[config.mk]
export PLATFORM = sky130hd
export DESIGN_NAME = cmd_watch
export DESIGN_NICKNAME = d
export VERILOG_FILES = /design/src/rtl/cw_pkg.sv /design/src/rtl/cw_stat_sample.sv /design/src/rtl/cw_arrive.sv /design/src/rtl/cw_verdict.sv /design/src/rtl/cw_seq.sv /design/src/rtl/cmd_watch.sv
export SDC_FILE = /design/constraint.sdc
export NUM_CORES = 1
export LEC_CHECK = 0
export ABC_AREA = 1
export BUFFER_PORTS_ARGS = -buffer_cell sky130_fd_sc_hd__buf_4
export CAP_MARGIN = 20
export CORE_MARGIN = 4
export CORE_UTILIZATION = 53
export CTS_CLUSTER_DIAMETER = 50
export DETAILED_ROUTE_END_ITERATION = 8
export MAX_ROUTING_LAYER = met4
export PLACE_DENSITY = 0.79
export SYNTH_ARGS = -nofsm -noshare
export SYNTH_HDL_FRONTEND = slang
export SYNTH_HIERARCHICAL = 1
export SYNTH_SLANG_ARGS = --single-unit
[constraint.sdc]
create_clock -name clk -period 2.4 [get_ports clk]
set_clock_uncertainty 0.15 [all_clocks]
set_input_delay 0.24 -clock clk [delete_from_list [all_inputs] [get_ports clk]]
set_output_delay 0.24 -clock clk [all_outputs]
set_load 0.02 [all_outputs]
[src/rtl/cw_pkg.sv]
package cw_pkg;

  typedef enum logic [1:0] {
    MODE_CMD  = 2'd0,
    MODE_STEP = 2'd1,
    MODE_GO   = 2'd2,
    MODE_RSV  = 2'd3
  } wait_mode_e;

  typedef enum logic [2:0] {
    RES_OK         = 3'd0,
    RES_DATA_FAIL  = 3'd1,
    RES_ERR_UNEXP  = 3'd2,
    RES_ERR_MISS   = 3'd3,
    RES_MERR_UNEXP = 3'd4,
    RES_MERR_MISS  = 3'd5,
    RES_TIMEOUT    = 3'd6,
    RES_ERR_SEEN   = 3'd7
  } result_e;

  typedef struct packed {
    logic busy;
    logic ack;
    logic err;
    logic merr;
    logic run;
    logic step;
  } port_stat_t;

  typedef enum logic [1:0] {
    SEQ_IDLE = 2'd0,
    SEQ_RUN  = 2'd1,
    SEQ_HOLD = 2'd2
  } seq_state_e;

endpackage

[src/rtl/cw_stat_sample.sv]
module cw_stat_sample
  import cw_pkg::*;
#(
  parameter int DATA_W = 16
) (
  input  logic              clk,
  input  logic              rst,
  input  port_stat_t        stat_in,
  input  logic [DATA_W-1:0] dout_in,
  output port_stat_t        stat_q,
  output logic [DATA_W-1:0] dout_q
);

  // status is captured every cycle, independent of the sequencer state
  always_ff @(posedge clk) begin
    if (rst) begin
      stat_q <= '0;
      dout_q <= '0;
    end else begin
      stat_q <= stat_in;
      dout_q <= dout_in;
    end
  end

endmodule

[src/rtl/cw_arrive.sv]
module cw_arrive
  import cw_pkg::*;
(
  input  wait_mode_e mode,
  input  logic       busy,
  input  logic       ack,
  input  logic       run,
  input  logic       step,
  output logic       met
);

  always_comb begin
    unique case (mode)
      MODE_STEP: met = !busy && !step;
      MODE_GO:   met = !busy && !run;
      default:   met = ack;
    endcase
  end

endmodule

[src/rtl/cw_verdict.sv]
module cw_verdict
  import cw_pkg::*;
#(
  parameter int DATA_W = 16
) (
  input  logic              err_seen,
  input  logic              merr_seen,
  input  logic [DATA_W-1:0] dout,
  input  logic              want_err,
  input  logic              want_merr,
  input  logic              want_cmp,
  input  logic [DATA_W-1:0] ref_data,
  input  logic [DATA_W-1:0] dc_mask,
  output result_e           code
);

  logic [DATA_W-1:0] diff_bits;
  logic              data_bad;

  assign diff_bits = (dout ^ ref_data) & ~dc_mask;
  assign data_bad  = want_cmp && (diff_bits != '0);

  // error flag first, memory error second, data compare last
  always_comb begin
    if (err_seen || want_err) begin
      if (err_seen && want_err)  code = RES_ERR_SEEN;
      else if (err_seen)         code = RES_ERR_UNEXP;
      else                       code = RES_ERR_MISS;
    end else if (merr_seen || want_merr) begin
      if (merr_seen && want_merr) code = RES_ERR_SEEN;
      else if (merr_seen)         code = RES_MERR_UNEXP;
      else                        code = RES_MERR_MISS;
    end else if (data_bad) begin
      code = RES_DATA_FAIL;
    end else begin
      code = RES_OK;
    end
  end

endmodule

[src/rtl/cw_seq.sv]
module cw_seq
  import cw_pkg::*;
#(
  parameter int CNT_W    = 16,
  parameter int TMO_CMD  = 50,
  parameter int TMO_STEP = 100,
  parameter int TMO_GO   = 5000,
  parameter int RST_GAP  = 9
) (
  input  logic             clk,
  input  logic             rst,
  input  logic             start,
  input  logic [1:0]       mode,
  input  logic             met,
  input  result_e          verdict,
  output logic             take,
  output wait_mode_e       cur_mode,
  output logic             done,
  output logic [2:0]       result,
  output logic [CNT_W-1:0] cycles,
  output logic             timeout,
  output logic             reset_req
);

  localparam logic [CNT_W-1:0] LIM_CMD  = CNT_W'(TMO_CMD);
  localparam logic [CNT_W-1:0] LIM_STEP = CNT_W'(TMO_STEP);
  localparam logic [CNT_W-1:0] LIM_GO   = CNT_W'(TMO_GO);
  localparam int               HOLD_W   = $clog2(RST_GAP + 2);
  localparam logic [HOLD_W-1:0] HOLD_LD = HOLD_W'(RST_GAP);

  seq_state_e         state;
  logic [CNT_W-1:0]   cnt;
  logic [HOLD_W-1:0]  hold;
  logic [CNT_W-1:0]   lim;
  logic               settled;

  assign take    = (state == SEQ_IDLE) && start;
  // the first evaluation sees status from the request edge itself
  assign settled = (cnt >= CNT_W'(2)) && met;

  always_comb begin
    unique case (cur_mode)
      MODE_STEP: lim = LIM_STEP;
      MODE_GO:   lim = LIM_GO;
      default:   lim = LIM_CMD;
    endcase
  end

  always_ff @(posedge clk) begin
    if (rst) begin
      state     <= SEQ_IDLE;
      cnt       <= '0;
      hold      <= '0;
      cur_mode  <= MODE_CMD;
      done      <= 1'b0;
      result    <= '0;
      cycles    <= '0;
      timeout   <= 1'b0;
      reset_req <= 1'b0;
    end else begin
      done      <= 1'b0;
      reset_req <= 1'b0;
      unique case (state)
        SEQ_IDLE: begin
          if (start) begin
            cur_mode <= wait_mode_e'(mode);
            cnt      <= CNT_W'(1);
            state    <= SEQ_RUN;
          end
        end
        SEQ_RUN: begin
          if (settled) begin
            done    <= 1'b1;
            result  <= verdict;
            cycles  <= cnt;
            timeout <= 1'b0;
            state   <= SEQ_IDLE;
          end else if (cnt >= lim) begin
            done      <= 1'b1;
            result    <= RES_TIMEOUT;
            cycles    <= cnt;
            timeout   <= 1'b1;
            reset_req <= 1'b1;
            hold      <= HOLD_LD;
            state     <= SEQ_HOLD;
          end else begin
            cnt <= cnt + 1'b1;
          end
        end
        SEQ_HOLD: begin
          if (hold <= HOLD_W'(1)) state <= SEQ_IDLE;
          else                    hold  <= hold - 1'b1;
        end
        default: state <= SEQ_IDLE;
      endcase
    end
  end

endmodule

[src/rtl/cmd_watch.sv]
module cmd_watch
  import cw_pkg::*;
#(
  parameter int DATA_W   = 16,
  parameter int CNT_W    = 16,
  parameter int TMO_CMD  = 50,
  parameter int TMO_STEP = 100,
  parameter int TMO_GO   = 5000,
  parameter int RST_GAP  = 9
) (
  input  logic              clk,
  input  logic              rst,
  input  logic              start,
  input  logic [1:0]        mode,
  input  logic [DATA_W-1:0] exp_data,
  input  logic [DATA_W-1:0] exp_mask,
  input  logic              chk_data,
  input  logic              exp_err,
  input  logic              exp_merr,
  input  logic              st_busy,
  input  logic              st_ack,
  input  logic              st_err,
  input  logic              st_merr,
  input  logic              st_run,
  input  logic              st_step,
  input  logic [DATA_W-1:0] st_dout,
  output logic              done,
  output logic [2:0]        result,
  output logic [CNT_W-1:0]  cycles,
  output logic              timeout,
  output logic              reset_req
);

  port_stat_t        stat_now;
  port_stat_t        stat_q;
  logic [DATA_W-1:0] dout_q;
  logic              take;
  wait_mode_e        cur_mode;
  logic              met;
  result_e           verdict;

  logic [DATA_W-1:0] ref_q;
  logic [DATA_W-1:0] mask_q;
  logic              cmp_q;
  logic              werr_q;
  logic              wmerr_q;

  assign stat_now = '{busy: st_busy, ack: st_ack, err: st_err,
                      merr: st_merr, run: st_run, step: st_step};

  cw_stat_sample #(.DATA_W(DATA_W)) u_smp (
    .clk     (clk),
    .rst     (rst),
    .stat_in (stat_now),
    .dout_in (st_dout),
    .stat_q  (stat_q),
    .dout_q  (dout_q)
  );

  // expectations are frozen at the accepted request
  always_ff @(posedge clk) begin
    if (rst) begin
      ref_q   <= '0;
      mask_q  <= '0;
      cmp_q   <= 1'b0;
      werr_q  <= 1'b0;
      wmerr_q <= 1'b0;
    end else if (take) begin
      ref_q   <= exp_data;
      mask_q  <= exp_mask;
      cmp_q   <= chk_data;
      werr_q  <= exp_err;
      wmerr_q <= exp_merr;
    end
  end

  cw_arrive u_arr (
    .mode (cur_mode),
    .busy (stat_q.busy),
    .ack  (stat_q.ack),
    .run  (stat_q.run),
    .step (stat_q.step),
    .met  (met)
  );

  cw_verdict #(.DATA_W(DATA_W)) u_vrd (
    .err_seen  (stat_q.err),
    .merr_seen (stat_q.merr),
    .dout      (dout_q),
    .want_err  (werr_q),
    .want_merr (wmerr_q),
    .want_cmp  (cmp_q),
    .ref_data  (ref_q),
    .dc_mask   (mask_q),
    .code      (verdict)
  );

  cw_seq #(
    .CNT_W    (CNT_W),
    .TMO_CMD  (TMO_CMD),
    .TMO_STEP (TMO_STEP),
    .TMO_GO   (TMO_GO),
    .RST_GAP  (RST_GAP)
  ) u_seq (
    .clk       (clk),
    .rst       (rst),
    .start     (start),
    .mode      (mode),
    .met       (met),
    .verdict   (verdict),
    .take      (take),
    .cur_mode  (cur_mode),
    .done      (done),
    .result    (result),
    .cycles    (cycles),
    .timeout   (timeout),
    .reset_req (reset_req)
  );

endmodule

==> flow_metrics.tcl <==
set metrics [dict create \
    grt_max_degree 39 \
    crit_arrival_ns 2.40 \
    clk_pin_slew_ns 0.10 \
    netlist_area_sq_mm 0.00515 \
    grt.overflow.total 0 \
    ys_ff_latch 103 \
    final_cell_mix "179 x nor2_1, 166 x nand2_1, 134 x inv_1, 101 x dfxtp_1, 95 x buf_4" \
    cts_tree "done" \
    worstPathRequired_ns 2.52 \
    initial_core_util_pct 55.0 \
    route.vias.total 4950 \
    yosys_warnings 6 \
    crit_chain "inv_1 -> ha_4 -> inv_4 -> ha_1 -> nand2_1 -> nor2_1 -> a21oi_1 -> nand2_1 -> inv_2 -> nand3_4 -> nand2_8 -> buf_4 -> nand2_1 -> nor2_1 -> nor2_1" \
    critPathMaxFanout 6 \
    path_class "reg2reg" \
    wl_met3_um 715 \
    grt_antenna_before_repair 0 \
    finalCritPeriodShare_pct 94.6 \
    post-place-ws_ns -0.00727 \
    final_core_util_pct 69.7 \
    setup_viol 0 \
    rows 35 \
    globalplace.congestion 0.943 \
    slew_violations 0 \
    drc_errors 0 \
    place_hpwl_um 8390 \
    routed_wl_um 12300 \
    synth_top_area_share_pct 40.0 \
    io_pins 84 \
    cts_buffer_depth 2 \
    initialDrtViolationCount 246 \
    core-area_sq_mm 0.00937 \
    start_kind "register" \
    vdd_drop_max_uv 317 \
    grt_pass1_vias 4712 \
    hold_ws_ns 0.00476 \
    top_layer_used "met4" \
    period_needed_ns 2.27 \
    hold_viol 0 \
    syn_to_final_growth_pct 26.9 \
    clock_sinks 103 \
    worstMarginPinSlew_ns 0.800 \
    grt_usage_pct 22.7 \
    num-nets-final 975 \
    critPathMaxStageDelay_ns 0.34 \
    cp_num_buf_inv 4 \
    netlist_instances 776 \
    total_leakage_power_nw 3.26 \
    cts_made_buffers 9 \
    die_area_sq_mm 0.0114 \
    io_buffers 83 \
    cp_top_family "simple AND/OR/NAND/NOR gates" \
    htree_levels 3 \
    endpoint_kind "register" \
    cts_root_buffer "clkbuf_8" \
    synth_area_leader_cell "dfxtp_1" \
    r2r_setup_slack_ns 0.13 \
    seq_area_frac_synth_pct 40.0 \
    clk_latency_ns 0.38 \
    met2_length_um 6020 \
    syn_nets 855 \
    cp_slowest_cell "dfxtp_2" \
    first_pass_iters 5 \
    postRouteAntennaNets 0 \
    synthTopCellsByArea "dfxtp_1 40%, nor2_1 13%, nand2_1 12%, inv_1 9.9%, nand3_1 4.7%" \
    hold_path_class "in2reg" \
    powerDensity_mw_per_mm2 569 \
    route.layer.met1.wl_um 5290 \
    maxSlewHeadroom_pct 46.6 \
    synth_cell_type_count 33 \
    setup_slack_ns 0.129 \
    layout-drive-gt1-share_pct 17.1 \
    die_w_um 107 \
    fmax_mhz 440 \
    layout_commonest_cell "nor2_1" \
    die_y_um 107 \
    wl_per_cell_um 12.0 \
    drv_cap 0 \
    outcome "finished clean" \
    viasPerCell 4.80 \
    syn_avg_cell_area_sq_um 6.64 \
    grt_pass1_wl_um 20600 \
]
[layout make-up]
| cell class | instances | area [sq um] |
|---|---|---|
| sequential | 103 | 2060 |
| fill | 774 | 2840 |
| clock inverter | 6 | 75.1 |
| timing repair buffer | 135 | 1150 |
| antenna | 1 | 2.50 |
| inverter | 139 | 532 |
| multi-input combinational | 508 | 2410 |
| tap | 129 | 161 |
| clock buffer | 10 | 138 |
[layer usage]
layer / track usage [%] / vias to the layer above
li1: - / 2556
met1: 27.0 / 2229
met2: 38.0 / 137
met3: 4.27 / 28
met4: 9.04 / 0
met5: - / -
[power by group]
part / leakage, nW / switching [W] / internal, W
combinational: 2.30 / 0.000383 / 0.000315
sequential: 0.846 / 0.0000625 / 0.00181
clock: 0.105 / 0.000623 / 0.000527
total: 3.26 / 0.00107 / 0.00265
[registers in the layout (all words and copies together) (netlist names), 3 cells and up]
| name | cells |
|---|---|
| u_seq/cycles | 16 |
| ref_q | 16 |
| mask_q | 16 |
| u_seq/hold | 4 |
| u_seq/cnt | 16 |
| u_seq/result | 3 |
| u_smp/stat_q | 6 |
| u_smp/dout_q | 16 |
[Yosys cell counts]
cell        n
o21ai_1     6
buf_4       5
o21bai_1    1
inv_2       2
nor3b_1     2
buf_8       4
o31ai_1     1
a21oi_1    23
nand2_1   167
nor4_1      1
o21ai_0    18
nor3_1     10
a21o_1      1
nand3_1    48
xor2_1      7
xnor2_1     1
nor2_2     13
nand3b_1    1
nand3_2     1
buf_2       1
a21boi_0    1
nand4_1     1
clkbuf_1    6
inv_1     136
dfxtp_1   103
nand2_4     1
nor2_4      1
nand2_2     2
or2_2       4
inv_4       1
ha_1       17
nor2_1    180
buf_6      10
[worst paths after layout]
kind / cells past startpoint / startpoint / end
setup / recovery: 15 / u_seq/cur_mode[0] / u_seq/cnt[0]
hold / removal: 5 / exp_data[8] / ref_q[8]
setup reg to reg: 15 / u_seq/cur_mode[0] / u_seq/cnt[0]
hold reg to reg: 2 / mask_q[13] / mask_q[13]
[worst min-delay path: stages]
cell and delay [ns]:
buf_4 0.07, inv_1 0.03, nand2_1 0.04, nand2_1 0.04, nor2_1 0.07
[stage by stage]
step	cell area, sq um	setup TNS (ns)	instances	power (W)
finish	6540	0	1031	0.00372
detailed placement	5820	-0.0155	975	0.00252
floorplan	5150	0	776	0.00234
CTS	6390	0	1027	0.00371
global route	6530	-0.119	1030	0.00391
global placement	5820	0	975	0.00250
[timing repair]
item	CTS	global route
endpoints found under the hold margin	36	0
hold buffers	36	0
setup endpoints to repair	13	34
pin swaps	0	5
buffers inserted	0	2
gates cloned	0	1
gates resized for setup	1	26
[cell families after synthesis]
| kind of cell | share of synthesized area [%] |
|---|---|
| simple gates | 34.5 |
| buf+inv | 14.8 |
| flops | 40.0 |
| compound gates | 5.15 |
| fa+ha+maj | 4.13 |
| xor+xnor | 1.36 |
Note: power is estimated with default switching activity, not from simulation.
